==> src/rtl/pfc_sup_pkg.sv <==
package pfc_sup_pkg;

  typedef enum int unsigned {
    FLT_OVP  = 0,
    FLT_LOOP = 1,
    FLT_LINE = 2
  } flt_idx_e;

  localparam int unsigned NUM_FLT = 3;

  // Number of extra bits needed to hold a code times 21
  localparam int unsigned SCALE_BITS = 5;

endpackage

==> src/rtl/pfc_ovp_cmp.sv <==
module pfc_ovp_cmp #(
  parameter int unsigned W        = 12,
  parameter int unsigned OVP_LVL  = 3000,
  parameter int unsigned OVP_HYST = 100
) (
  input  logic [W-1:0] fb_cur,
  input  logic [W-1:0] ref_cur,
  input  logic [W-1:0] link_v,
  output logic         trip,
  output logic         release_ok
);
  import pfc_sup_pkg::*;

  localparam int unsigned PW      = W + SCALE_BITS;
  localparam logic [W-1:0] REL_LVL = W'(OVP_LVL - OVP_HYST);

  logic [PW-1:0] fb_ext;
  logic [PW-1:0] ref_ext;
  logic [PW-1:0] fb_x20;
  logic [PW-1:0] ref_x21;

  always_comb begin
    fb_ext  = {{SCALE_BITS{1'b0}}, fb_cur};
    ref_ext = {{SCALE_BITS{1'b0}}, ref_cur};
    // shift-and-add scaling keeps the compare free of division
    fb_x20  = (fb_ext << 4) + (fb_ext << 2);
    ref_x21 = (ref_ext << 4) + (ref_ext << 2) + ref_ext;
  end

  assign trip       = (fb_x20 > ref_x21);
  assign release_ok = (link_v < REL_LVL);

endmodule

==> src/rtl/pfc_loop_cmp.sv <==
module pfc_loop_cmp #(
  parameter int unsigned W = 12
) (
  input  logic [W-1:0] fb_cur,
  input  logic [W-1:0] line_cur,
  input  logic [W-1:0] link_v,
  input  logic [W-1:0] line_pk,
  output logic         loop_trip,
  output logic         loop_rec,
  output logic         line_trip,
  output logic         line_rec
);

  logic out_below_line;
  logic link_above_pk;

  always_comb begin
    out_below_line = (fb_cur < line_cur);
    link_above_pk  = (link_v > line_pk);
    loop_trip      = out_below_line;
    loop_rec       = !out_below_line && link_above_pk;
    line_trip      = (line_cur == '0);
    line_rec       = (line_cur != '0);
  end

endmodule

==> src/rtl/pfc_fault_latch.sv <==
module pfc_fault_latch (
  input  logic clk,
  input  logic rst_n,
  input  logic en,
  input  logic trip,
  input  logic clr,
  output logic flag
);

  logic flag_q;
  logic flag_d;

  always_comb begin
    flag_d = flag_q;
    if (trip) begin
      flag_d = 1'b1;
    end else if (clr) begin
      flag_d = 1'b0;
    end
  end

  always_ff @(posedge clk or negedge rst_n) begin
    if (!rst_n) begin
      flag_q <= 1'b0;
    end else if (en) begin
      flag_q <= flag_d;
    end
  end

  assign flag = flag_q;

endmodule

==> src/rtl/pfc_gate_ctl.sv <==
module pfc_gate_ctl #(
  parameter int unsigned N = 3
) (
  input  logic         clk,
  input  logic         rst_n,
  input  logic         smp_vld,
  input  logic [N-1:0] flags,
  output logic         gate_en
);

  logic primed_q;
  logic primed_d;

  always_comb begin
    primed_d = primed_q | smp_vld;
  end

  always_ff @(posedge clk or negedge rst_n) begin
    if (!rst_n) begin
      primed_q <= 1'b0;
    end else if (smp_vld) begin
      primed_q <= primed_d;
    end
  end

  assign gate_en = primed_q && (flags == '0);

endmodule

==> src/rtl/pfc_out_sup.sv <==
module pfc_out_sup #(
  parameter int unsigned W        = 12,
  parameter int unsigned OVP_LVL  = 3000,
  parameter int unsigned OVP_HYST = 100
) (
  input  logic         clk,
  input  logic         rst_n,
  input  logic         smp_vld,
  input  logic [W-1:0] fb_cur,
  input  logic [W-1:0] line_cur,
  input  logic [W-1:0] ref_cur,
  input  logic [W-1:0] link_v,
  input  logic [W-1:0] line_pk,
  output logic         gate_en,
  output logic         ovp_flt,
  output logic         loop_flt,
  output logic         line_lost
);
  import pfc_sup_pkg::*;

  logic [NUM_FLT-1:0] trip_v;
  logic [NUM_FLT-1:0] clr_v;
  logic [NUM_FLT-1:0] flag_v;

  pfc_ovp_cmp #(
    .W        (W),
    .OVP_LVL  (OVP_LVL),
    .OVP_HYST (OVP_HYST)
  ) i_ovp (
    .fb_cur     (fb_cur),
    .ref_cur    (ref_cur),
    .link_v     (link_v),
    .trip       (trip_v[FLT_OVP]),
    .release_ok (clr_v[FLT_OVP])
  );

  pfc_loop_cmp #(
    .W (W)
  ) i_loop (
    .fb_cur    (fb_cur),
    .line_cur  (line_cur),
    .link_v    (link_v),
    .line_pk   (line_pk),
    .loop_trip (trip_v[FLT_LOOP]),
    .loop_rec  (clr_v[FLT_LOOP]),
    .line_trip (trip_v[FLT_LINE]),
    .line_rec  (clr_v[FLT_LINE])
  );

  for (genvar g = 0; g < NUM_FLT; g++) begin : g_flt
    pfc_fault_latch i_latch (
      .clk   (clk),
      .rst_n (rst_n),
      .en    (smp_vld),
      .trip  (trip_v[g]),
      .clr   (clr_v[g]),
      .flag  (flag_v[g])
    );
  end

  pfc_gate_ctl #(
    .N (NUM_FLT)
  ) i_gate (
    .clk     (clk),
    .rst_n   (rst_n),
    .smp_vld (smp_vld),
    .flags   (flag_v),
    .gate_en (gate_en)
  );

  assign ovp_flt   = flag_v[FLT_OVP];
  assign loop_flt  = flag_v[FLT_LOOP];
  assign line_lost = flag_v[FLT_LINE];

endmodule

==> config.mk <==
export PLATFORM = sky130hd
export DESIGN_NAME = pfc_out_sup
export DESIGN_NICKNAME = d
export VERILOG_FILES = /design/src/rtl/pfc_sup_pkg.sv /design/src/rtl/pfc_ovp_cmp.sv /design/src/rtl/pfc_loop_cmp.sv /design/src/rtl/pfc_fault_latch.sv /design/src/rtl/pfc_gate_ctl.sv /design/src/rtl/pfc_out_sup.sv
export SDC_FILE = /design/constraint.sdc
export NUM_CORES = 1
export LEC_CHECK = 0
export ABC_AREA = 1
export BUFFER_PORTS_ARGS = -buffer_cell sky130_fd_sc_hd__buf_2
export CORE_MARGIN = 5
export CORE_UTILIZATION = 50
export DETAILED_ROUTE_END_ITERATION = 16
export HOLD_SLACK_MARGIN = 0.08
export PLACE_DENSITY = 0.84
export SLEW_MARGIN = 30
export SYNTH_ARGS = -nofsm -noshare
export SYNTH_HDL_FRONTEND = slang
export SYNTH_SLANG_ARGS = --single-unit
==> constraint.sdc <==
create_clock -name clk -period 0.9 [get_ports clk]
set_input_delay 0.225 -clock clk [delete_from_list [all_inputs] [get_ports clk]]
set_output_delay 0.225 -clock clk [all_outputs]
set_load 0.01 [all_outputs]
# Yosys cells after proc, flatten, opt, wreduce, memory -nomap -nowiden

Index checks and enable logic that the tools add are counted.

Register bits after elaboration: 4
Output and inout port bits: 4
Logic and storage cells: 30

Add/sub/neg operators: 3
Order comparisons: 4
Mux-type cells: 6
Bitwise operators: 1
Reductions and logical operators: 12

Operators by type and width:

| operator                                   | number |
|---|---|
| 16-bit by 14-bit adder with 17-bit output  | 2 |
| 17-bit by 12-bit adder with 17-bit output  | 1 |
| 17-bit greater-than comparator             | 1 |
| 12-bit greater-than comparator             | 1 |
| 12-bit zero test                           | 1 |
| 12-bit < comparator                        | 1 |
| 12-bit < comparator, second input constant | 1 |
| 12-bit nonzero test                        | 1 |
| 1-bit 2-to-1 mux                           | 6 |
| 2-bit AND reduction                        | 3 |
| 2-bit nonzero test                         | 3 |
| 3-bit zero test                            | 1 |
| 1-bit logical AND                          | 2 |
| 1-bit zero test                            | 1 |
| 1-bit OR                                   | 1 |

# Logic depth before layout (Yosys ltp)

Depth in word-level cells: 5
Depth in mapped cells: 19
Gate-level depth less buffers: 19

# Cells and area by module

Synthesis repeated with hierarchy kept, for this count alone.

Cell total of the unflattened synthesis: 482
Area total of the unflattened synthesis: 2,857.7 sq um

By module, submodules not included:

| module          | instances | cells an instance | area each (sq um) |
|---|---|---|---|
| pfc_ovp_cmp     | 1         | 339               | 1,968.1 |
| pfc_loop_cmp    | 1         | 120               | 715.7 |
| pfc_fault_latch | 3         | 5                 | 40.0 |
| pfc_gate_ctl    | 1         | 8                 | 53.8 |

# Worst setup path before layout

Ideal clock, no wire load.

Path kind: input port to flip-flop
From: in ref_cur[0]
To: reg g_flt[0].i_latch.flag_q
Setup time: 0.117 ns
Arrival time: 2.390 ns
Data required time: 0.783 ns
Path slack: -1.607 ns
Stages on the path: 13
Path buffers: 0
Cell sequence: fa_1 inv_1 fa_1 o21ai_2 nand3_1 nand4_1 nand2_1 ha_1 nand4_1 nor2_1 a21oi_1 nand2_1 nand2_1

Word-level cells in the longest chain between the ends: 5
Elaborated cells between the ends (all ways): 6

Ends and longest elaborated chain:

| element                                     | RTL line              | text |
|---|---|---|
| from (decl)                                 | pfc_out_sup.sv:11     | `input logic [W-1:0] ref_cur,` |
| 16-bit by 14-bit adder with 17-bit output   | pfc_ovp_cmp.sv:27     | `ref_x21 = (ref_ext << 4) + (ref_ext << 2) + ref_ext;` |
| 17-bit by 12-bit adder with 17-bit output * | pfc_ovp_cmp.sv:27     |  |
| 17-bit greater-than comparator *            | pfc_ovp_cmp.sv:30     | `assign trip = (fb_x20 > ref_x21);` |
| 2-bit nonzero test (no line)                | -                     |  |
| 2-bit AND reduction (no line)               | -                     |  |
| to (signal assigned)                        | pfc_fault_latch.sv:26 | `flag_q <= flag_d;` |
| to (decl)                                   | pfc_fault_latch.sv:10 | `logic flag_q;` |

Every way passes the cells marked *; elsewhere a longest branch is shown, timed or not.
A chain may end at the register's enable or synchronous reset.

# Final worst setup path

From: in ref_cur[5]
To: reg g_flt[0].i_latch.flag_q

The elaborated chain is that of the path after synthesis.

==> impl_metrics.toml <==
[grt]
gr-total-overflow = 0
antenna_found_initial = 0
grt_pass1_vias = 3416
track_usage_pct = 23.1
grt_first_pass_wirelength_um = 13900
grt_max_degree = 7

[layout]
finalCoreUtilization_pct = 80.4
fillers = 339
multi_input_area_mm2 = 0.00269
antennaDiodeCount = 0
drive_above_1_share_pct = 39.3
fin_nets = 689
syn2layout_area_growth_pct = 55.8
regArea_um2 = 100

[logic_synthesis]
syn_area_mm2 = 0.00265
synth-seq-cells = 4
yosys.area_share.simple_pct = 29.5
ys_warn_count = 0
synth.yosys.seq_area_share_pct = 3.77
synth_cell_types = 25
netlist_instances = 420
syn-num-nets = 557
synth.area.mux_share_pct = 0
synth_fa_ha_area_share_pct = 37.7
synth_xor_area_share_pct = 4.62
synth_compound_area_share_pct = 12.5
synth_top_family_by_area = "adder cells"
syn_area_per_cell_um2 = 6.32

[setup_path]
reg2reg_slack_ns = 0.06
regToRegStartpoint = "g_flt[1].i_latch.flag"
worst_setup_path_start_kind = "input port"
r2r-end = "g_flt[1].i_latch.flag"
worstSetupPathType = "input port to flop"
ff2ff_path_depth = 4
crit_path_end_kind = "flop"
cp_max_fo = 4
worstPathArrival_ns = 2.73
cp_data_required_time_ns = 1.01

[die]
dieArea_mm2 = 0.00686
fp.dieH_um = 82.9
die_x_um = 82.9
coreArea_mm2 = 0.00514
io_pins = 67
initial_utilization_pct = 51.6
fp-row-count = 26

[timing]
max_slew_margin_pct = 73.4
final-hold-violation-count = 0
tightest_slew_ns = 0.395
skew_ns = 0
fin_ws_ns = -1.72
clock.fmax_mhz = 381
fin_crit_ns = 2.62
totalNegativeSetupSlack_ns = -2.76
fin_crit_sh_pct = 291
drv_slew = 0
rsz0062_at_grt = "true"
setup_viol_count_final = 7

[worst_hold_path]
whs_path_depth = 4
hp-class = "input port to flop"
min-delay-start = "line_cur[6]"
whs_endpoint = "g_flt[2].i_latch.flag"

[cts]
clockBufferDepth = 2
cts_tree = "built"
clockRootBuffer = "clkbuf_8"
clock_sinks = 4
cts-htree-levels = 1
clk_latency_ns = 0.22
cts-buffers-inserted = 3
clkTransAtPathRegs_ns = 0.03

[pwr]
sequentialPowerShare_pct = 5.4
p_clk_share_pct = 8.8
p_int_w = 0.00227
p_leak_nw = 2.21
power_switching_w = 0.00215
switching_share_pct = 48.6
ir_drop_uv = 738
power_density_mw_per_mm2 = 1070
p_comb_share_pct = 85.7

[routing]
via_count = 3340
viasPerCell = 5.39
drt_iter0_markers = 207
wl_per_cell_um = 14.8
drc_errors = 0
ant_nets = 0
wirelength_um = 9180
drtPass1Iterations = 4

[placed_design]
io_buffer_count = 66
dp_hpwl_um = 6770
gp_congestion = 0.854

[status]
violations = "negative setup slack"
outcome = "finished, violations left"

[job]
drv_cap = 0
## area by class of cell
cell class	instances	area share, %
multi-input cells	332	65.1
inverters	84	8.23
flip-flops and latches	4	2.42
clock buffers	3	0.999
repair buffers	127	21.1
well taps	70	2.12
## repair_timing
action | CTS | global route
endpoints found under the setup margin | 6 | 7
pin swaps | 25 | 41
buffers inserted | 3 | 4
gates resized for setup | 30 | 70
hold buffers | 1 | 0
hold endpoints to repair | 4 | 0
## per-layer routing
layer / part of all wire [%] / up-vias / global-route usage (%)
met5: 0 / - / 0
met4: 3.0 / 0 / 3.42
met3: 4.3 / 30 / 3.96
met2: 53 / 121 / 47.2
met1: 39 / 1551 / 24.6
li1: - / 1638 / -
## worst max-delay path, stage by stage
cell and delay (ns):
clkbuf_4 0.15, fa_1 0.56, ha_4 0.24, a21oi_4 0.14
nand2_2 0.09, buf_4 0.14, nand3_1 0.10, nand3_1 0.10
nand2_1 0.11, nand2_2 0.08, ha_4 0.23, a21oi_2 0.14
o21ai_0 0.11, nor2_1 0.14, nand2_1 0.07, nand2_1 0.06
nand2_1 0.05
## worst max-delay path by stage
stage,from,end,slack [ns],cells past startpoint
finish,ref_cur[5],g_flt[0].i_latch.flag,-1.72,17
floorplan,ref_cur[5],g_flt[0].i_latch.flag,-1.49,18
detailed placement,ref_cur[5],g_flt[0].i_latch.flag,-1.87,15
global route,ref_cur[8],g_flt[0].i_latch.flag,-1.92,16
CTS,ref_cur[1],g_flt[0].i_latch.flag,-1.60,20
global placement,ref_cur[2],g_flt[0].i_latch.flag,-1.80,15
## sequential cells by signal, indices dropped and copies added (netlist names)
| name | cells |
|---|---|
| i_gate.primed_q | 1 |
| g_flt.i_latch.flag | 3 |
## synth_stat cells (all sizes together)
| library cell | n | area [um^2] |
|---|---|---|
| nand4 | 10 | 62.6 |
| xnor2 | 5 | 43.8 |
| dfrtp | 4 | 100 |
| o21ai | 19 | 103 |
| a211oi | 1 | 7.51 |
| nor2 | 33 | 124 |
| nand3 | 24 | 120 |
| nor3 | 3 | 15.0 |
| nor4 | 4 | 25.0 |
| o21bai | 2 | 15.0 |
| a21o | 2 | 15.0 |
| fa | 10 | 200 |
| or2 | 1 | 6.26 |
| a21oi | 34 | 178 |
| a31oi | 1 | 6.26 |
| inv | 84 | 315 |
| nand3b | 3 | 22.5 |
| nand2 | 106 | 408 |
| xor2 | 9 | 78.8 |
| ha | 64 | 801 |
| o211ai | 1 | 7.51 |
## cells in the final DEF, fill, tap and decap left out, types with 2 or more instances in the layout
master and count:
a21o_1 2, a21oi_1 24, a21oi_2 6, a21oi_4 4, buf_2 56, buf_4 56, buf_6 11, buf_8 2
clkbuf_8 3, dfrtp_1 4, fa_1 7, fa_2 3, ha_1 44, ha_4 20, inv_1 73, inv_2 6
inv_4 3, nand2_1 86, nand2_2 19, nand3_1 18, nand3_2 6, nand3b_1 3, nand4_1 10, nor2_1 25
nor2_2 7, nor3_1 3, nor4_1 3, o21ai_0 9, o21ai_1 5, o21ai_2 4, o21bai_1 2, xnor2_1 5
xor2_1 9
## cell families (layout without fill, tap and decap cells)
group | Yosys count | in the layout
xor gates and xnor gates | 14 | 14
DFF | 4 | 4
and+or+nand+nor | 184 | 184
adders and majority gates | 74 | 74
buffers and inverters | 84 | 214
AOI/OAI and AO/OA | 60 | 60
## power groups by stage
stage          Clock (W)  Sequential [W]  Combinational (W)
2_1_floorplan          0        0.000242            0.00185
3_3_place_gp           0        0.000231            0.00280
3_5_place_dp           0        0.000235            0.00295
4_1_cts         0.000390        0.000233            0.00318
5_1_grt         0.000407        0.000239            0.00423
6_report        0.000391        0.000239            0.00379
## per-stage QoR
stage | instance area, um^2 | total power (W) | std cells | setup WS [ns] | hold WS (ns)
after floorplan | 2760 | 0.00210 | 420 | -1.49 | -0.0706
after global placement | 3600 | 0.00304 | 612 | -1.80 | 0.0353
after detailed placement | 3600 | 0.00319 | 612 | -1.87 | 0.0453
after CTS | 3820 | 0.00381 | 618 | -1.60 | 0.335
after global routing | 4130 | 0.00487 | 620 | -1.92 | 0.378
final | 4130 | 0.00442 | 620 | -1.72 | 0.339
Power figures use the tool's default switching activity.
